<file path="config.mk">
export PLATFORM = sky130hd
export DESIGN_NAME = bscan_boundary
export DESIGN_NICKNAME = d
export VERILOG_FILES = /design/src/rtl/bscan_pkg.sv /design/src/rtl/bscan_cell.sv /design/src/rtl/bscan_chain.sv /design/src/rtl/bscan_boundary.sv
export SDC_FILE = /design/constraint.sdc
export NUM_CORES = 1
export LEC_CHECK = 0
export BUFFER_PORTS_ARGS = -buffer_cell sky130_fd_sc_hd__buf_2
export CORE_MARGIN = 5
export CORE_UTILIZATION = 46
export DETAILED_ROUTE_END_ITERATION = 6
export PLACE_DENSITY = 0.7
export REMOVE_ABC_BUFFERS = 1
export SLEW_MARGIN = 25
export SYNTH_ARGS = -nofsm -noshare
export SYNTH_HDL_FRONTEND = slang
export SYNTH_SLANG_ARGS = --single-unit
export TNS_END_PERCENT = 5
</file>
<file path="constraint.sdc">
create_clock -name clk -period 5.2 [get_ports clk]
set_input_delay 1.04 -clock clk [delete_from_list [all_inputs] [get_ports clk]]
set_output_delay 1.04 -clock clk [all_outputs]
set_load 0.01 [all_outputs]
</file>
<file path="src/rtl/bscan_pkg.sv">
package bscan_pkg;

   typedef enum logic [1:0] {
      BS_NORMAL   = 2'b00,
      BS_SHIFT    = 2'b01,
      BS_PARALLEL = 2'b10,
      BS_HOLD     = 2'b11
   } bs_mode_e;

   localparam int MAX_CELLS = 256;

   // Marks which chain positions are output cells; position 0 sits next to scan_in.
   function automatic logic [MAX_CELLS-1:0] out_mask(int rw, int xw, int sw, int hw);
      logic [MAX_CELLS-1:0] m;
      logic [MAX_CELLS-1:0] one;
      int k;
      m   = '0;
      one = {{(MAX_CELLS-1){1'b0}}, 1'b1};
      k   = 0;
      for (int i = 0; i < rw + 1; i++) begin   // receive data + optical off
         m = m | (one << k);
         k = k + 1;
      end
      k = k + xw;                              // transmit-data inputs
      for (int i = 0; i < sw + 1; i++) begin   // serial tx + tx parity
         m = m | (one << k);
         k = k + 1;
      end
      k = k + 1 + sw;                          // rx parity + serial rx inputs
      for (int i = 0; i < hw; i++) begin       // host bus drivers
         m = m | (one << k);
         k = k + 1;
      end
      return m;
   endfunction

endpackage

</file>
<file path="src/rtl/bscan_cell.sv">
module bscan_cell
   import bscan_pkg::*;
#(
   parameter bit IS_OUT = 1'b1
) (
   input  logic     clk,
   input  logic     rst_n,
   input  bs_mode_e mode,
   input  logic     si,
   input  logic     cap_d,
   output logic     so,
   output logic     par_o
);

   logic sh_q;
   assign so = sh_q;

   generate
      if (IS_OUT) begin : g_out
         logic upd_q;
         always_ff @(posedge clk or negedge rst_n) begin
            if (!rst_n) begin
               sh_q  <= 1'b0;
               upd_q <= 1'b0;
            end else begin
               case (mode)
                  BS_SHIFT: sh_q <= si;
                  BS_PARALLEL: begin
                     upd_q <= sh_q;
                     sh_q  <= cap_d;
                  end
                  default: ;
               endcase
            end
         end
         assign par_o = (mode == BS_NORMAL) ? cap_d : upd_q;
      end else begin : g_in
         always_ff @(posedge clk or negedge rst_n) begin
            if (!rst_n) begin
               sh_q <= 1'b0;
            end else begin
               case (mode)
                  BS_SHIFT:              sh_q <= si;
                  BS_NORMAL, BS_PARALLEL: sh_q <= cap_d;
                  default: ;
               endcase
            end
         end
         assign par_o = cap_d;
      end
   endgenerate

endmodule

</file>
<file path="src/rtl/bscan_chain.sv">
module bscan_chain
   import bscan_pkg::*;
#(
   parameter int             NCELL    = 8,
   parameter logic [NCELL-1:0] OUT_MASK = '1
) (
   input  logic             clk,
   input  logic             rst_n,
   input  bs_mode_e         mode,
   input  logic             scan_in,
   input  logic [NCELL-1:0] cap_d,
   output logic [NCELL-1:0] par_o,
   output logic [NCELL-1:0] sh_o
);

   generate
      if (NCELL < 2) begin : g_bad_len
         $error("bscan_chain needs at least two cells");
      end
      for (genvar i = 0; i < NCELL; i++) begin : g_cell
         logic si_w;
         if (i == 0) begin : g_head
            assign si_w = scan_in;
         end else begin : g_link
            assign si_w = sh_o[i-1];
         end
         bscan_cell #(.IS_OUT(OUT_MASK[i])) u_cell (
            .clk   (clk),
            .rst_n (rst_n),
            .mode  (mode),
            .si    (si_w),
            .cap_d (cap_d[i]),
            .so    (sh_o[i]),
            .par_o (par_o[i])
         );
      end
   endgenerate

endmodule

</file>
<file path="src/rtl/bscan_boundary.sv">
module bscan_boundary
   import bscan_pkg::*;
#(
   parameter int RCV_W = 5,
   parameter int XMT_W = 5,
   parameter int SER_W = 10,
   parameter int HB_W  = 16
) (
   input  logic             clk,
   input  logic             rst_n,
   input  logic [1:0]       mode,
   input  logic             scan_in,
   output logic             scan_out,
   input  logic [RCV_W-1:0] core_rcv,
   output logic [RCV_W-1:0] pin_rcv,
   input  logic             core_optoff,
   output logic             pin_optoff,
   input  logic [XMT_W-1:0] pin_xmt,
   output logic [XMT_W-1:0] core_xmt,
   input  logic [SER_W-1:0] core_tx,
   output logic [SER_W-1:0] pin_tx,
   input  logic             core_txpar,
   output logic             pin_txpar,
   input  logic             pin_rxpar,
   output logic             core_rxpar,
   input  logic [SER_W-1:0] pin_rx,
   output logic [SER_W-1:0] core_rx,
   input  logic [HB_W-1:0]  core_hbus,
   output logic [HB_W-1:0]  pin_hbus
);

   localparam int O_RCV = 0;
   localparam int O_OPT = O_RCV + RCV_W;
   localparam int O_XMT = O_OPT + 1;
   localparam int O_TX  = O_XMT + XMT_W;
   localparam int O_TXP = O_TX + SER_W;
   localparam int O_RXP = O_TXP + 1;
   localparam int O_RX  = O_RXP + 1;
   localparam int O_HB  = O_RX + SER_W;
   localparam int NCELL = O_HB + HB_W;
   localparam logic [MAX_CELLS-1:0] MASK_FULL = out_mask(RCV_W, XMT_W, SER_W, HB_W);

   generate
      if (RCV_W < 1 || XMT_W < 1 || SER_W < 1 || HB_W < 1) begin : g_bad_w
         $error("bscan_boundary: every group width must be at least 1");
      end
      if (NCELL > MAX_CELLS) begin : g_bad_n
         $error("bscan_boundary: chain longer than MAX_CELLS");
      end
   endgenerate

   bs_mode_e         mode_e;
   logic [NCELL-1:0] cap_d;
   logic [NCELL-1:0] par_w;
   logic [NCELL-1:0] chain_q;

   assign mode_e = bs_mode_e'(mode);

   // Chain order from scan_in: rcv[0..], optoff, xmt[hi..0], tx[0..], txpar,
   // rxpar, rx[hi..0], hbus[hi..0].
   generate
      for (genvar i = 0; i < RCV_W; i++) begin : g_rcv
         assign cap_d[O_RCV+i] = core_rcv[i];
         assign pin_rcv[i]     = par_w[O_RCV+i];
      end
      for (genvar j = 0; j < XMT_W; j++) begin : g_xmt
         assign cap_d[O_XMT+j]     = pin_xmt[XMT_W-1-j];
         assign core_xmt[XMT_W-1-j] = par_w[O_XMT+j];
      end
      for (genvar j = 0; j < SER_W; j++) begin : g_ser
         assign cap_d[O_TX+j]      = core_tx[j];
         assign pin_tx[j]          = par_w[O_TX+j];
         assign cap_d[O_RX+j]      = pin_rx[SER_W-1-j];
         assign core_rx[SER_W-1-j] = par_w[O_RX+j];
      end
      for (genvar j = 0; j < HB_W; j++) begin : g_hb
         assign cap_d[O_HB+j]      = core_hbus[HB_W-1-j];
         assign pin_hbus[HB_W-1-j] = par_w[O_HB+j];
      end
   endgenerate

   assign cap_d[O_OPT] = core_optoff;
   assign pin_optoff   = par_w[O_OPT];
   assign cap_d[O_TXP] = core_txpar;
   assign pin_txpar    = par_w[O_TXP];
   assign cap_d[O_RXP] = pin_rxpar;
   assign core_rxpar   = par_w[O_RXP];

   bscan_chain #(
      .NCELL    (NCELL),
      .OUT_MASK (MASK_FULL[NCELL-1:0])
   ) u_chain (
      .clk     (clk),
      .rst_n   (rst_n),
      .mode    (mode_e),
      .scan_in (scan_in),
      .cap_d   (cap_d),
      .par_o   (par_w),
      .sh_o    (chain_q)
   );

   assign scan_out = chain_q[NCELL-1];

endmodule

</file>
# After elaboration in Yosys (flattened, before gate mapping)
# Index checks and enable logic that the tools add are counted.
dict set report totals {
  regBits 82
  wordCells 170
  input_bits 54
}
dict set report op_classes {
  mux 82
  reduce_logical 4
  eq_ne 2
}
# op count
set op_table {}
lappend op_table {{$pmux W1 S2} 49}
lappend op_table {{$mux W1} 33}
lappend op_table {{$reduce_bool A2 Y1} 2}
lappend op_table {{$eq A2 B1 Y1 const B} 1}
lappend op_table {{$eq A2 B2 Y1 const B} 1}
lappend op_table {{$logic_not A2 Y1} 1}
lappend op_table {{$reduce_or A2 Y1} 1}

# Logic depth before layout (Yosys ltp)
# Gate-level depths: netlist of run 1.
dict set report depth {
  word_depth 3
  mapped_depth 6
}

# By module
# From an unflattened synthesis of run 1, not the netlist that was laid out.
dict set report unflattened {
  hier_cells 491
  area_unflattened_um2 5268.8
}
# mod n_inst area_per_inst_um2 cells_per_inst
set modules_own_cells {}
lappend modules_own_cells {{bscan_cell (u_chain.g_cell[0].u_cell ...)} 33 123.9 11}
lappend modules_own_cells {{bscan_cell (u_chain.g_cell[10].u_cell ...)} 16 51.3 5}
lappend modules_own_cells {bscan_chain 1 360.3 48}

# Least setup slack after synthesis of run 1
# Ideal clock, no wire load.
dict set report synth_path {
  path_kind {input to output}
  startpoint {in mode[0]}
  endpoint {out pin_hbus[0]}
  slack_ps 2013
  stages 6
  arrival_time_ps 2147
  t_required_ps 4160
  path_buffers 3
  path_cell_list {inv_1 ha_1 buf_6 buf_2 mux2_2 buf_4}
}
dict set report synth_between {
  elab_chain_cells 2
}
# element line_no
set synth_rtl {}
lappend synth_rtl {{start, declared} bscan_boundary.sv:11} ;# input logic [1:0] mode,
lappend synth_rtl {{$logic_not A2 Y1} bscan_cell.sv:36} ;# assign par_o = (mode == BS_NORMAL) ? cap_d : upd_q;
lappend synth_rtl {{$mux W1} bscan_cell.sv:36}
lappend synth_rtl {{end, declared} bscan_boundary.sv:29} ;# output logic [HB_W-1:0] pin_hbus
# Every way passes these cells.

# Worst setup path after layout of run 1
dict set report layout_path {
  startpoint {in mode[0]}
  endpoint {out pin_tx[1]}
}
dict set report layout_between {
  elab_chain_cells 2
}
# element line_no
set layout_rtl {}
lappend layout_rtl {{$logic_not A2 Y1} bscan_cell.sv:36}
lappend layout_rtl {{$mux W1} bscan_cell.sv:36}
lappend layout_rtl {{end, declared} bscan_boundary.sv:21} ;# output logic [SER_W-1:0] pin_tx,
# Every way passes these cells.

==> summary.md, run 1 <==
| Metric | Value |
|---|---|
| DRC viols | `0` |
| CP max-delay cell | `ha_4` |
| Worst path bufs/invs | `3` |
| Hold Path Class | `register to register` |
| I/O pins | `about 100` |
| Worst setup path class | `input pin to output pin` |
| Skew-Pair Late Insertion Delay | `about 0.34 ns` |
| Slew margin rel. | `50.4%` |
| M1 GR Usage | `20.6%` |
| Pin count of the biggest net entering global routing | `83` |
| Pre-CTS setup slack | `~1.6 ns` |
| Port Buffers | `~100` |
| Power per cell area | `386 nW/µm²` |
| Total core area | `about 9300 µm²` |
| Chip width | `approximately 110 µm` |
| Worst Path Required | `4.16 ns` |
| Ant. Diodes | `0` |
| Worst slew pin tran | `between 0.7 and 0.8 ns` |
| Worst Skew | `0.0114 ns` |
| CP peak stage delay | `between 0.5 and 0.6 ns` |
| Final WL | `roughly 8400 µm` |
| Clk sinks | `82` |
| Cell taking the most area after synthesis | `dfrtp_1` |
| Min Tclk post-route | `~3.5 ns` |
| GR Util met3 | `under 10%` |
| Cts hold-fix bufs | `0` |
| Layout cells sized above 1 | `a little over two fifths` |
| Die Footprint | `11600 µm²` |
| Pre-Repair DR Iteration Count | `5` |
| Distinct cells, synth | `17` |
| Commonest cells after routing, fill and taps aside | `buf_2 (102), dfrtp_1 (82), mux2_2 (66)` |
| Max-cap violations | `0` |
| Total track usage | `around 15%` |
| Clk root buf | `clkbuf_8` |
| Highest clock rate | `~280 MHz` |
| CTS clk-pin slew, worst paths | `around 0.08 ns` |
| Final HPWL DP | `about 5300 µm` |
| Routability congestion estimate from global placement | `~0.7` |
| Max Slew Vio Count | `0` |
| Setup crit start kind | `input pin` |
| CTS Buf Count | `9` |
| Crit path DAT | `2.50 ns` |
| Syn Inst Count | `about 390` |
| WL per Instance | `approximately 15 µm` |
| Most common cell after layout, fill and taps aside | `buf_2` |
| Synth top area share | `between 40% and 50%` |
| RSZ-0062 raised after global routing | `false` |
| Total negative setup slack | `0 ns` |
| Total congestion overflow | `0` |
| CP dominant cell by count | `buf_2` |
| Critical path, cell by cell | `buf_2, inv_1, ha_4, mux2_2, buf_2` |
| Initial Utilization | `47.3%` |
| Synth warnings | `0` |
| Clk buf depth | `2` |
| Post-cts sizing count | `0` |
| Initial drt markers | `about 110` |
| Global-route wire length before repair | `14100 µm` |
| Status | `finished clean` |
| Worst VDD drop | `about 0.17 mV` |
| Final worst slack | `1.66 ns` |
| Die height | `around 110 µm` |
| Seq/Total Area, Yosys | `a little under half` |
| Final setup vio count | `0` |
| CTS tree | `done` |
| CP max FO | `50` |
| Synth top area cells | `dfrtp_1 (47%), mux2_2 (17%), buf_4 (9.2%)` |
| Pleak | `a little over 2 nW` |
| H-Tree Depth | `3` |
| Vias in the first global route | `roughly 3000` |
| Worst R2R Setup Slack | `around 4.2 ns` |
| Met2 Use GR | `24.2%` |
| Area grow syn2layout | `9.45%` |
| Postcts setup bufs | `0` |
| Top Family by Delay on Critical Path | `adder cells` |
| Nets | `between 400 and 500` |
| CP endpoint kind | `output pin` |
| Number of cell rows | `35` |
| Final number of hold-violating endpoints | `0` |
| Fillcell total | `890` |
| Mapped Area | `4400 µm²` |
| Tcrit/Tclk final | `approximately 68%` |
| Via/cell ratio | `just over 5` |
| Busiest layer in global routing | `met2` |
| Mean Syn Cell Area | `about 11 µm²` |
| Yosys reg bits | `roughly 80` |
| Routed Antenna Nets | `0` |
| Initial antenna violation count | `0` |
| Vias | `around 2900` |
[flip-flops by register name, summed over array words and instances (netlist names)]
signal                             cells
u_chain.g_cell.u_cell.g_out.upd_q     33
u_chain.g_cell.u_cell.so              49
[worst register-to-register path, cell delays in order, from the launching register on]
cell and delay (ns):
dfrtp_1 0.38, or4b_1 0.46, o311ai_1 0.09
[final cells by class]
cell class | count | area (µm²) | area share, %
Clock buffer | 11 | 131 | 2.73
Clock inverter | 5 | 55.1 | 1.14
Timing Repair Buffer | 105 | 537 | 11.2
Tap cell | 129 | 161 | 3.36
Inverter | 18 | 67.6 | 1.40
Sequential cell | 82 | 2050 | 42.7
Multi-Input combinational cell | 218 | 1810 | 37.6
[worst paths after layout]
| check | startpoint | end | cells after the start |
|---|---|---|---|
| worst min register to register | u_chain.g_cell[9].u_cell.so | u_chain.g_cell[9].u_cell.so | 2 |
| worst min-delay path | u_chain.g_cell[9].u_cell.so | u_chain.g_cell[9].u_cell.so | 2 |
| min in group asynchronous | rst_n | u_chain.g_cell[34].u_cell.so | 1 |
| worst max register to register | u_chain.g_cell[5].u_cell.so | u_chain.g_cell[6].u_cell.so | 2 |
| max in group asynchronous | rst_n | u_chain.g_cell[6].u_cell.so | 1 |
| worst max-delay path | mode[0] | pin_tx[1] | 5 |
[metrics by stage]
step                      total power (W)  cell area, µm²  instances  utilization [%]  hold WS, ns
after floorplan                   0.00123            3900        318                -        0.461
after global placement            0.00141            4600        552             49.5        0.475
after detailed placement          0.00143            4620        552             49.7        0.480
after CTS                         0.00188            4800        568             51.8        0.500
after global routing              0.00198            4810        568             51.8        0.522
final                             0.00186            4810        568             51.8        0.496
[cells in the mapped netlist (all sizes together)]
cell type	instances
o311ai	16
or4b	16
clkbuf	9
mux2	66
inv	18
dfrtp	82
a21oi	33
buf	65
nand2	16
nor2	34
mux2i	33
ha	4
[cell families (layout without fill, tap and decap cells)]
kind of cell    count (synthesis)  count (layout)  synth area share, %
compound gates                 49              49                 6.95
fa+ha+maj                       4               4                 1.14
buf+inv                        92             139                 12.9
flops                          82              82                 46.7
mux                            99              99                 24.4
simple gates                   66              66                 7.91
[power by group]
group	switching (W)	total, W	internal, W
combinational	0.000228	0.000500	0.000272
sequential	0.0000996	0.000908	0.000809
clock	0.000228	0.000449	0.000221
[layer usage]
| metal | wire length [µm] | vias up |
|---|---|---|
| met2 | 3930 | 63 |
| met5 | 0 | - |
| li1 | - | 1405 |
| met1 | 4030 | 1384 |
| met4 | 70 | 0 |
| met3 | 381 | 9 |
Note: power is estimated with default switching activity, not from simulation.
==> inputs of run 2 (changes only) <==
ABC_AREA = 1   (was default)
PLACE_DENSITY = 0.73   (was 0.7)
clock period = 3.2 ns   (was 5.2 ns; I/O delays follow)
==> summary.md, run 2 <==
| Metric | Value |
|---|---|
| WL per Instance | `12.1 µm` |
| Final instance area | `slightly below 5000 µm²` |
| Max FFs per register | `49` |
| Total core area | `9590 µm²` |
| Initial antenna violation count | `0` |
| Die Footprint | `11800 µm²` |
| CP max FO | `38` |
| Tcrit/Tclk final | `about four fifths` |
| CTS Buf Count | `9` |
| Synth top cells by count | `nand2_1 (196), dfrtp_1 (82), inv_1 (69)` |
| Worst Path Required | `between 2 and 3 ns` |
| Clk buf depth | `2` |
| Clk sinks | `slightly above 80` |
| Synth warnings | `0` |
| Synth top area share | `between 40% and 50%` |
| Worst slew pin tran | `between 0.7 and 0.8 ns` |
| Mean Syn Cell Area | `roughly 7.6 µm²` |
| Yosys reg bits | `82` |
| Hold_ws | `around 0.31 ns` |
| Vias | `3625` |
| Placed Area | `4620 µm²` |
| Initial drt markers | `between 150 and 200` |
| Final setup vio count | `0` |
| Max Slew Vio Count | `0` |
| Number of flops mapped to enable cells by yosys | `0` |
| Post-cts sizing count | `0` |
| Total negative setup slack | `0 ns` |
| Final number of hold-violating endpoints | `0` |
| Ant. Diodes | `0` |
| Worst setup path class | `input pin to output pin` |
| H-Tree Depth | `3` |
| Status | `finished clean` |
| Most used DFF post-synth | `dfrtp_1` |
| Crit path DAT | `slightly below 2 ns` |
| Min Tclk post-route | `~2.6 ns` |
| DRC viols | `0` |
| Vias in the first global route | `~3400` |
| Syn Inst Count | `roughly 580` |
| CTS clk-pin slew, worst paths | `roughly 0.090 ns` |
| Number of cell rows | `36` |
| Nets | `between 600 and 700` |
| Pin count of the biggest net entering global routing | `83` |
| Skew-Pair Late Insertion Delay | `approximately 0.35 ns` |
| Highest clock rate | `about 390 MHz` |
| Die height | `108 µm` |
| Final HPWL DP | `around 6200 µm` |
| Top-count cell post-synth | `nand2_1` |
| Mapped Area | `about 4500 µm²` |
| Final core utilization | `about half` |
| Most common cell after layout, fill and taps aside | `nand2_1` |
| Pre-Repair DR Iteration Count | `5` |
| Initial Utilization | `46.5%` |
| Total track usage | `about 16%` |
| CTS tree | `done` |
| Synth top area cells | `dfrtp_1 (46%), nand2_1 (17%), buf_4 (8.8%)` |
| Area grow syn2layout | `8.23%` |
| I/O pins | `104` |
| Asr flop ratio synth | `100%` |
| Global-route wire length before repair | `15400 µm` |
| RSZ-0062 raised after global routing | `false` |
| Final WL | `9190 µm` |
| Seq/Total Area, Yosys | `about 46%` |
| PnR Total Power | `roughly 0.0028 W` |
| Postcts setup bufs | `0` |
| Routed Antenna Nets | `0` |
| Commonest cells after routing, fill and taps aside | `nand2_1 (196), buf_2 (102), dfrtp_1 (82)` |
| Max-cap violations | `0` |
| Total congestion overflow | `0` |
| Hold Path Class | `input pin to asynchronous set/reset pin` |
| Clk root buf | `clkbuf_8` |
| Power per cell area | `between 500 and 600 nW/µm²` |
| Port Buffers | `roughly 100` |
| Cts hold-fix bufs | `0` |
| Slew margin rel. | `around half` |
| CP endpoint kind | `output pin` |
| Worst Skew | `approximately 0.011 ns` |
| Chip width | `~110 µm` |
| Distinct cells, synth | `18` |
| Worst VDD drop | `~0.24 mV` |
| Setup crit start kind | `input pin` |
| Cell taking the most area after synthesis | `dfrtp_1` |
| Layout cells sized above 1 | `a little over a fifth` |
| Routability congestion estimate from global placement | `about 0.76` |
| Via/cell ratio | `between 4 and 5` |
| Pleak | `2.53 nW` |
## run 2: changes by cell type after synthesis, sizes merged
cell	before	now
inv	18	71
mux2	66	0
nand3	0	16
o21ai	0	66
a31oi	0	33
or4b	16	0
buf	65	74
clkbuf	9	6
nand2	16	197
a21oi	33	0
mux2i	33	0
o311ai	16	0
## run 2: logic make-up after synthesis
family                     count (synthesis)  share of synthesized area (%)
buffers and inverters                    151                           19.0
AOI/OAI and AO/OA                         99                           12.2
adders and majority gates                  4                           1.12
DFF                                       82                           46.0
and+or+nand+nor                          247                           21.6
## run 2: layer usage
layer,GRT usage [%],part of all wire (%),wire length [µm],vias up
met2,27.1,48,4420,85
met3,2.87,4.8,439,12
met1,20.7,46,4210,1694
li1,-,-,-,1834
met4,5.95,1.4,125,0
met5,0,0,0,-
## run 2: layout make-up
type / instances / area, µm²
fillers: 978 / 4770
flip-flops and latches: 82 / 2050
multi-input cells: 350 / 1560
repair buffers: 107 / 577
inverters: 71 / 267
well taps: 133 / 166
clock buffers: 9 / 124
clock inverters: 7 / 76.3
## run 2: critical path: stages
cell and delay [ns]:
buf_2 0.10, inv_1 0.10, ha_2 0.54, buf_12 0.26, nand2_1 0.07, o21ai_0 0.07, buf_2 0.16
## run 2: metrics by stage
step / setup slack (ns) / instances
after floorplan: 0.313 / 503
final: 0.607 / 759
after global routing: 0.448 / 759
after detailed placement: 0.602 / 743
after CTS: 0.598 / 759
after global placement: 0.647 / 743
## run 2: worst paths after layout
path	start	slack, ns	cells after the start	end
setup / recovery	mode[0]	0.61	7	pin_rcv[2]
hold / removal	rst_n	0.31	1	u_chain.g_cell[48].u_cell.g_out.upd_q
min in group clk	u_chain.g_cell[10].u_cell.so	0.49	2	u_chain.g_cell[10].u_cell.so
setup reg to reg	u_chain.g_cell[21].u_cell.so	2.42	4	u_chain.g_cell[22].u_cell.so
hold reg to reg	u_chain.g_cell[10].u_cell.so	0.49	2	u_chain.g_cell[10].u_cell.so
max in group asynchronous	rst_n	2.34	1	u_chain.g_cell[37].u_cell.so
## run 2: report_power, final
group          internal [W]  total (W)  leakage, nW  switching [W]
logic              0.000259   0.000651         1.48       0.000393
registers           0.00125    0.00137        0.952       0.000116
clock network      0.000368   0.000765       0.0966       0.000398
total               0.00188    0.00279         2.53       0.000906
==> inputs of run 3 (changes only) <==
PLACE_DENSITY = 0.7   (was 0.73)
clock period = 2.5 ns   (was 3.2 ns; I/O delays follow)
==> summary.md, run 3 (same netlist as run 2, synthesis figures left out) <==
| Metric | Value |
|---|---|
| Area grow syn2layout | `8.20%` |
| CP max FO | `34` |
| Post-cts sizing count | `0` |
| Commonest cells after routing, fill and taps aside | `nand2_1 (196), buf_2 (102), dfrtp_1 (82)` |
| Initial antenna violation count | `0` |
| Via/cell ratio | `about 4.7` |
| Cts hold-fix bufs | `0` |
| Layout cells sized above 1 | `a little over a fifth` |
| CP peak stage delay | `0.28 ns` |
| Power per cell area | `about 730 nW/µm²` |
| Ant. Diodes | `0` |
| Die Footprint | `about 12000 µm²` |
| Pin count of the biggest net entering global routing | `45` |
| CTS tree | `done` |
| Initial drt markers | `approximately 180` |
| Port Buffers | `between 100 and 150` |
| Nets | `approximately 700` |
| Min Tclk post-route | `2.05 ns` |
| Worst slew pin tran | `0.598 ns` |
| Skew-Pair Late Insertion Delay | `roughly 0.35 ns` |
| DRC viols | `0` |
| Critical path, cell by cell | `buf_2, inv_1, ha_2, buf_4, nand2_1, o21ai_0, buf_2` |
| Reg-to-reg critical path endpoint | `u_chain.g_cell[6].u_cell.so` |
| Worst setup path class | `input pin to output pin` |
| Reg2reg start | `u_chain.g_cell[5].u_cell.so` |
| CTS clk-pin slew, worst paths | `roughly 0.080 ns` |
| Number of cell rows | `36` |
| Max-cap violations | `0` |
| Final WL | `~9400 µm` |
| Worst Skew | `slightly below 0.008 ns` |
| Clk sinks | `approximately 80` |
| CTS Buf Count | `9` |
| Highest clock rate | `between 400 and 500 MHz` |
| Die height | `108 µm` |
| Pleak | `~2.5 nW` |
| Total negative setup slack | `0 ns` |
| Status | `finished clean` |
| Final HPWL DP | `6460 µm` |
| Routability congestion estimate from global placement | `0.756` |
| Worst R2R Setup Slack | `about 1.7 ns` |
| Postcts setup bufs | `0` |
| Final core utilization | `50.3%` |
| Setup crit start kind | `input pin` |
| RSZ-0062 raised after global routing | `false` |
| Worst VDD drop | `roughly 0.24 mV` |
| Slew margin rel. | `60.2%` |
| Vias in the first global route | `between 3000 and 4000` |
| Clk root buf | `clkbuf_8` |
| Final setup vio count | `0` |
| I/O pins | `~100` |
| WL per Instance | `around 12 µm` |
| CP max-delay cell | `buf_4` |
| Total core area | `~9600 µm²` |
| CP dominant cell by count | `buf_2` |
| Worst Path Required | `about 2 ns` |
| Chip width | `between 100 and 150 µm` |
| Fillcell total | `approximately 1000` |
| Global-route wire length before repair | `roughly 16000 µm` |
| Max Slew Vio Count | `0` |
| FF-to-FF path depth | `4` |
| Total congestion overflow | `0` |
| Clk buf depth | `2` |
| CP endpoint kind | `output pin` |
| Hold Path Class | `input pin to asynchronous set/reset pin` |
| Initial Utilization | `46.5%` |
| H-Tree Depth | `3` |
| Most common cell after layout, fill and taps aside | `nand2_1` |
| Max FFs per register | `49` |
| Pre-Repair DR Iteration Count | `4` |
| Routed Antenna Nets | `0` |
| Final number of hold-violating endpoints | `0` |
| Total track usage | `17.0%` |
| Crit path DAT | `between 1.5 and 2 ns` |
| Vias | `3611` |
| Tcrit/Tclk final | `between 80 and 90%` |
## run 3: cell types whose count changed in the layout (fill, tap and decap cells not counted), sizes merged
cell,previous run,this run
clkbuf,9,10
clkinv,1,4
inv,74,71
buf,107,111
clkinvlp,2,1
## run 3: final cells by class
class	instances	area [µm²]	area share, %
multi-input combinational	350	1560	32.4
clock inverter	6	57.6	1.19
tap	133	166	3.45
sequential	82	2050	42.6
timing repair buffer	111	591	12.2
inverter	71	267	5.53
clock buffer	10	128	2.65
## run 3: worst max-delay path, delay by kind of cell
family	cells	cell delay (ns)
adders and majority gates	1	0.19
AOI/OAI and AO/OA	1	0.10
and+or+nand+nor	1	0.10
buffers and inverters	4	0.65
## run 3: layer usage
layer	global-route usage, %	wire length, µm	up-vias
met5	0	0	-
met4	6.31	167	0
met3	2.75	456	15
met2	28.4	4510	93
met1	22.1	4260	1661
li1	-	-	1842
## run 3: report_power, final
| part | switching (W) | leakage [nW] | total [W] | internal (W) |
|---|---|---|---|---|
| registers | 0.000150 | 0.952 | 0.00176 | 0.00161 |
| clock network | 0.000472 | 0.0958 | 0.000927 | 0.000455 |
| logic | 0.000506 | 1.49 | 0.000835 | 0.000329 |
| total | 0.00113 | 2.54 | 0.00352 | 0.00239 |
## run 3: metrics by stage
step                hold WS (ns)  std cells  area, µm²  total power [W]  worst slack [ns]
floorplan                  0.204        503       3870          0.00227            -0.107
CTS                        0.158        763       4820          0.00357             0.447
global route               0.191        763       4820          0.00378             0.335
detailed placement         0.466        747       4640          0.00263             0.452
finish                     0.137        763       4820          0.00352             0.449
global placement           0.461        747       4640          0.00259             0.478
## run 3: worst max-delay path by stage
stage,start,to,depth (start not counted),slack [ns]
after CTS,mode[0],pin_hbus[0],7,0.45
final,mode[0],pin_hbus[0],7,0.45
after global routing,mode[0],pin_rcv[0],7,0.33
after global placement,mode[0],pin_hbus[7],7,0.48
after floorplan,mode[0],pin_hbus[0],3,-0.11
after detailed placement,mode[0],pin_hbus[0],7,0.45
